[src/rtl/btc_pkg.sv]
package btc_pkg;

    typedef enum logic [1:0] {
        NPC_HOLD  = 2'd0,
        NPC_SEQ   = 2'd1,
        NPC_TGT   = 2'd2,
        NPC_REDIR = 2'd3
    } npc_sel_e;

endpackage

[src/rtl/btc_array.sv]
module btc_array #(
    parameter int ADDR_W = 16,
    parameter int IDX_W  = 4
) (
    input  logic              clk,
    input  logic              rst_n,
    input  logic [ADDR_W-1:0] rd_pc,
    output logic              rd_hit,
    output logic              rd_taken,
    output logic [ADDR_W-1:0] rd_target,
    input  logic              wr_en,
    input  logic [ADDR_W-1:0] wr_pc,
    input  logic              wr_taken,
    input  logic [ADDR_W-1:0] wr_target
);
    localparam int DEPTH = 1 << IDX_W;
    localparam int TAG_W = ADDR_W - IDX_W;

    typedef struct packed {
        logic              valid;
        logic [TAG_W-1:0]  tag;
        logic [ADDR_W-1:0] target;
        logic              taken;
    } entry_t;

    entry_t [DEPTH-1:0] tbl_d, tbl_q;

    logic [IDX_W-1:0] rd_idx, wr_idx;
    logic [TAG_W-1:0] rd_tag, wr_tag;
    logic [DEPTH-1:0] match;

    assign rd_idx = rd_pc[IDX_W-1:0];
    assign rd_tag = rd_pc[ADDR_W-1:IDX_W];
    assign wr_idx = wr_pc[IDX_W-1:0];
    assign wr_tag = wr_pc[ADDR_W-1:IDX_W];

    // Per-entry tag comparators; the index then picks one result.
    for (genvar i = 0; i < DEPTH; i++) begin : g_cmp
        assign match[i] = tbl_q[i].valid && (tbl_q[i].tag == rd_tag);
    end

    assign rd_hit    = match[rd_idx];
    assign rd_taken  = match[rd_idx] && tbl_q[rd_idx].taken;
    assign rd_target = tbl_q[rd_idx].target;

    always_comb begin
        tbl_d = tbl_q;
        if (wr_en) begin
            tbl_d[wr_idx].valid  = 1'b1;
            tbl_d[wr_idx].tag    = wr_tag;
            tbl_d[wr_idx].target = wr_target;
            tbl_d[wr_idx].taken  = wr_taken;
        end
    end

    always_ff @(posedge clk) begin
        if (!rst_n) begin
            tbl_q <= '0;
        end else begin
            tbl_q <= tbl_d;
        end
    end

endmodule

[src/rtl/btc_next_pc.sv]
module btc_next_pc
    import btc_pkg::*;
#(
    parameter int ADDR_W = 16,
    parameter int STEP   = 1
) (
    input  logic [ADDR_W-1:0] cur_pc,
    input  logic              adv_en,
    input  logic              redir_valid,
    input  logic [ADDR_W-1:0] redir_pc,
    input  logic              pred_taken,
    input  logic [ADDR_W-1:0] pred_target,
    output logic [ADDR_W-1:0] next_pc
);
    npc_sel_e sel;

    always_comb begin
        if (redir_valid) begin
            sel = NPC_REDIR;
        end else if (!adv_en) begin
            sel = NPC_HOLD;
        end else if (pred_taken) begin
            sel = NPC_TGT;
        end else begin
            sel = NPC_SEQ;
        end

        unique case (sel)
            NPC_REDIR: next_pc = redir_pc;
            NPC_TGT:   next_pc = pred_target;
            NPC_SEQ:   next_pc = cur_pc + ADDR_W'(STEP);
            default:   next_pc = cur_pc;
        endcase
    end

endmodule

[src/rtl/btc_fetch_unit.sv]
module btc_fetch_unit #(
    parameter int          ADDR_W    = 16,
    parameter int          IDX_W     = 4,
    parameter int          STEP      = 1,
    parameter logic [15:0] RESET_VEC = 16'h0000
) (
    input  logic              clk,
    input  logic              rst_n,
    input  logic              fetch_en,
    input  logic              redir_valid,
    input  logic [ADDR_W-1:0] redir_pc,
    input  logic              upd_valid,
    input  logic [ADDR_W-1:0] upd_pc,
    input  logic              upd_taken,
    input  logic [ADDR_W-1:0] upd_target,
    output logic [ADDR_W-1:0] fetch_pc,
    output logic              pred_hit,
    output logic              pred_taken
);
    typedef struct packed {
        logic [ADDR_W-1:0] pc;
    } state_t;

    state_t st_d, st_q;

    logic [ADDR_W-1:0] pred_tgt;
    logic [ADDR_W-1:0] npc;

    btc_array #(
        .ADDR_W (ADDR_W),
        .IDX_W  (IDX_W)
    ) u_array (
        .clk       (clk),
        .rst_n     (rst_n),
        .rd_pc     (st_q.pc),
        .rd_hit    (pred_hit),
        .rd_taken  (pred_taken),
        .rd_target (pred_tgt),
        .wr_en     (upd_valid),
        .wr_pc     (upd_pc),
        .wr_taken  (upd_taken),
        .wr_target (upd_target)
    );

    btc_next_pc #(
        .ADDR_W (ADDR_W),
        .STEP   (STEP)
    ) u_next (
        .cur_pc      (st_q.pc),
        .adv_en      (fetch_en),
        .redir_valid (redir_valid),
        .redir_pc    (redir_pc),
        .pred_taken  (pred_taken),
        .pred_target (pred_tgt),
        .next_pc     (npc)
    );

    always_comb begin
        st_d    = st_q;
        st_d.pc = npc;
    end

    always_ff @(posedge clk) begin
        if (!rst_n) begin
            st_q.pc <= ADDR_W'(RESET_VEC);
        end else begin
            st_q <= st_d;
        end
    end

    assign fetch_pc = st_q.pc;

endmodule

[config.mk]
export PLATFORM = sky130hd
export DESIGN_NAME = btc_fetch_unit
export DESIGN_NICKNAME = d
export VERILOG_FILES = /design/src/rtl/btc_pkg.sv /design/src/rtl/btc_array.sv /design/src/rtl/btc_next_pc.sv /design/src/rtl/btc_fetch_unit.sv
export SDC_FILE = /design/constraint.sdc
export NUM_CORES = 1
export LEC_CHECK = 0
export BUFFER_PORTS_ARGS = -buffer_cell sky130_fd_sc_hd__buf_2
export CAP_MARGIN = 20
export CORE_AREA = 2 2 221 223
export DETAILED_ROUTE_END_ITERATION = 7
export DIE_AREA = 0 0 223 225
export GPL_ROUTABILITY_DRIVEN = 0
export PLACE_DENSITY = 0.69
export SLEW_MARGIN = 10
export SYNTH_ARGS = -nofsm -noshare
export SYNTH_HDL_FRONTEND = slang
export SYNTH_SLANG_ARGS = --single-unit
[constraint.sdc]
create_clock -name clk -period 3.35 [get_ports clk]
set_input_delay 0.335 -clock clk [delete_from_list [all_inputs] [get_ports clk]]
set_output_delay 0.335 -clock clk [all_outputs]
set_load 0.02 [all_outputs]
==> results.md <==
- EDFF count, synth: 0
- Number of I/O port buffers: 71
- Commonest non-fill, non-tap cell in the layout: nand2_1
- Yosys reg bits: 496
- Post-route cell area: 26580 µm²
- Routed WL: 76.59 mm
- Total power draw: 13250 µW
- Commonest cells after routing, fill and taps aside: nand2_1 (959), dfxtp_1 (488), a21boi_0 (465)
- Global Route Usage Sum: 0.2976
- Worst Path Required: 3010 ps
- Synth Flop Type: dfxtp_1
- Largest net degree at the start of global routing: 118
- Mapped Area: 23600 µm²
- Post-layout util: 0.5591
- Clock buffer depth: 3
- Final setup fails: 0
- Crit Path Max Fanout: 11
- Sequential area share after synthesis: 0.4208
- CP Launch Type: flip-flop
- Synth Warn #: 0
- Post-route DRC: 0
- Initial antenna violation count: 5
- Peak VDD IR: 0.3935 mV
- Post-placement cell area: 24430 µm²
- Core area: 47550 µm²
- Share of layout cells above drive strength 1: 0.1446
- Routed Antenna Nets: 0
- CTS root buf: clkbuf_16
- Clk pin slew, worst setup/hold paths: 60 ps
- First-pass GRT wire length: 114.0 mm
- Hold Vio Cnt, Final: 0
- Min cycle time layout: 3323 ps
- Syn_nets: 2791
- R2R Setup Slk: 290 ps
- Layout area overhead: 12.65%
- Detail Placement HPWL: 47.30 mm
- CTS Buf Count: 50
- Pwr/cell area: 498.4 nW/µm²
- Die area: 50180 µm²
- Critical Path AT: 2990 ps
- Netlist cell types: 58
- Die Span Y: 225 µm
- Multi-input logic area: 12550 µm²
- Fmax: 300.9 MHz
- Skew-Pair Late Insertion Delay: 600 ps
- Simple-Gate Fraction of Synth Area: 0.1964
- Worst hold path type: in -> reg
- Drt wl/cell: 22.81 µm
- Largest family of logic cells by synthesized area: simple AND/OR/NAND/NOR gates
- Worst Hold Launch: redir_pc[7]
- # fillers: 4155
- R2r endpoint: fetch_pc[5]$_SDFFE_PN0P_
- # nets final: 2758
- Row count: 80
- TritonCTS clock tree: yes
- Global route overflow: 0
- Mux share of post-synthesis cell area: 0.08313
- Avg Cell Area, Syn: 8.625 µm²
- Crit path from: fetch_pc[14]$_SDFFE_PN0P_
- Finished Layout Cells: 3358
- H-tree level count: 2
- Via count: 19870
- XOR/XNOR share of the synthesized area: 0.07269
- WS Path Type: reg -> out
- Die X: 223 µm
- Vias in the first global route: 18931
- Num Clock Sinks: 496
- Relative slew slack: 0.3807
- Setup crit end kind: primary output
- Synth Area in Compound Gates: 0.1748
- Tcrit/Tclk final: 0.9921
- Placed cells: 3234
- Max cap viols: 0
- Max-slew violations: 0
- Post-Synth Adder-Cell Area: 0.0005302
- Worst r2r src: fetch_pc[14]$_SDFFE_PN0P_
- Sequential cell area: 9947 µm²
- Status: completed
- DR iter-0 viols: 2254
- Leakage: 0.008813 µW
- Initial Util: 0.4963
- Worst-Margin Slew: 926.7 ps
- Ys async rst share: 0
- # IOs: 72
- Reg2reg path depth: 10
- Via density: 5.917
- End of the critical path: pred_taken
- Post-Syn Instances: 2736
- Fin Clk Skew: 19.08 ps
- Hold Slack: 27.05 ps
- Drt first pass iters: 6
-- cells by family (layout without fill, tap and decap cells) --
kind of cell / Yosys count / after routing
AND/OR/NAND/NOR: 1135 / 1136
buffers and inverters: 278 / 280
adder cells (fa/ha/maj): 1 / 1
flip-flops: 496 / 496
AO/OA/AOI/OAI: 540 / 540
other: 0 / 4
multiplexers: 91 / 91
XOR/XNOR: 195 / 195
-- layout make-up --
type,instances,area share
diodes,4,0.0003765
clock buffers,76,0.05954
clock inverters,12,0.005083
inverters,6,0.0008472
multi-input cells,1963,0.4721
flip-flops and latches,496,0.3742
well taps,615,0.02895
repair buffers,186,0.05888
-- layer usage --
layer	up-vias	global-route usage	routed length, µm
li1	9022	-	-
met1	9655	0.3831	30740
met2	999	0.4933	35780
met3	192	0.04967	6655
met4	2	0.1321	3408
met5	-	0	11
-- state kept, by name (all words and copies together) (netlist names) --
signal         count
fetch_pc          16
u_array.tbl_q    480
-- worst max-delay path, stage by stage (launching register included) --
cell and delay (ps):
dfxtp_1 380, buf_8 170, xnor2_1 140, nand4_1 120
or4_1 580, o311ai_4 140, a41oi_2 200, or3_4 450
inv_2 50, buf_2 150
-- per-stage QoR --
step | TNS, ps | setup WS (ps)
3_5_place_dp | 0 | 369.2
4_1_cts | 0 | 6.291
2_1_floorplan | 0 | 320.3
5_1_grt | -21.39 | -21.39
6_report | 0 | 26.57
3_3_place_gp | 0 | 420.8
-- power by group --
part,total [µW],internal (µW),switching (µW)
Sequential,6090,5990,99.5
Combinational,1320,540,779
Clock,5840,3470,2380
Total,13200,9990,3250
-- synthesized netlist by cell type (7+ instances only) --
master / number / share of area
mux2i_1: 7 / 0.0030
clkbuf_1: 230 / 0.037
buf_1: 9 / 0.0014
dfxtp_1: 496 / 0.42
nor4_1: 14 / 0.0037
buf_6: 18 / 0.0086
or4_1: 8 / 0.0025
nor2_1: 28 / 0.0045
nand2b_1: 18 / 0.0048
buf_2: 9 / 0.0019
xnor2_1: 151 / 0.056
nand2_1: 960 / 0.15
a21boi_0: 465 / 0.15
nand4_1: 30 / 0.0080
mux4_2: 84 / 0.080
nor2b_1: 14 / 0.0037
nand3_1: 35 / 0.0074
o21a_1: 20 / 0.0064
xor2_1: 43 / 0.016
-- what timing repair did --
action	4_1_cts	5_1_grt
gates cloned	1	4
pin swaps	3	3
hold endpoints to repair	2	0
setup buffers	2	23
setup endpoints to repair	1	2
gates resized for setup	2	23
hold buffers	2	0
-- worst min-delay path by stage --
stage                                            endpoint  cells after the start
final                            fetch_pc[7]$_SDFFE_PN0P_                      3
after global routing             fetch_pc[7]$_SDFFE_PN0P_                      3
after CTS                        fetch_pc[7]$_SDFFE_PN0P_                      3
after detailed placement  u_array.tbl_q[226]$_SDFFE_PN0P_                      2
after global placement    u_array.tbl_q[369]$_SDFFE_PN0P_                      2
after floorplan           u_array.tbl_q[120]$_SDFFE_PN0P_                      2
Note: power is estimated with default switching activity, not from simulation.
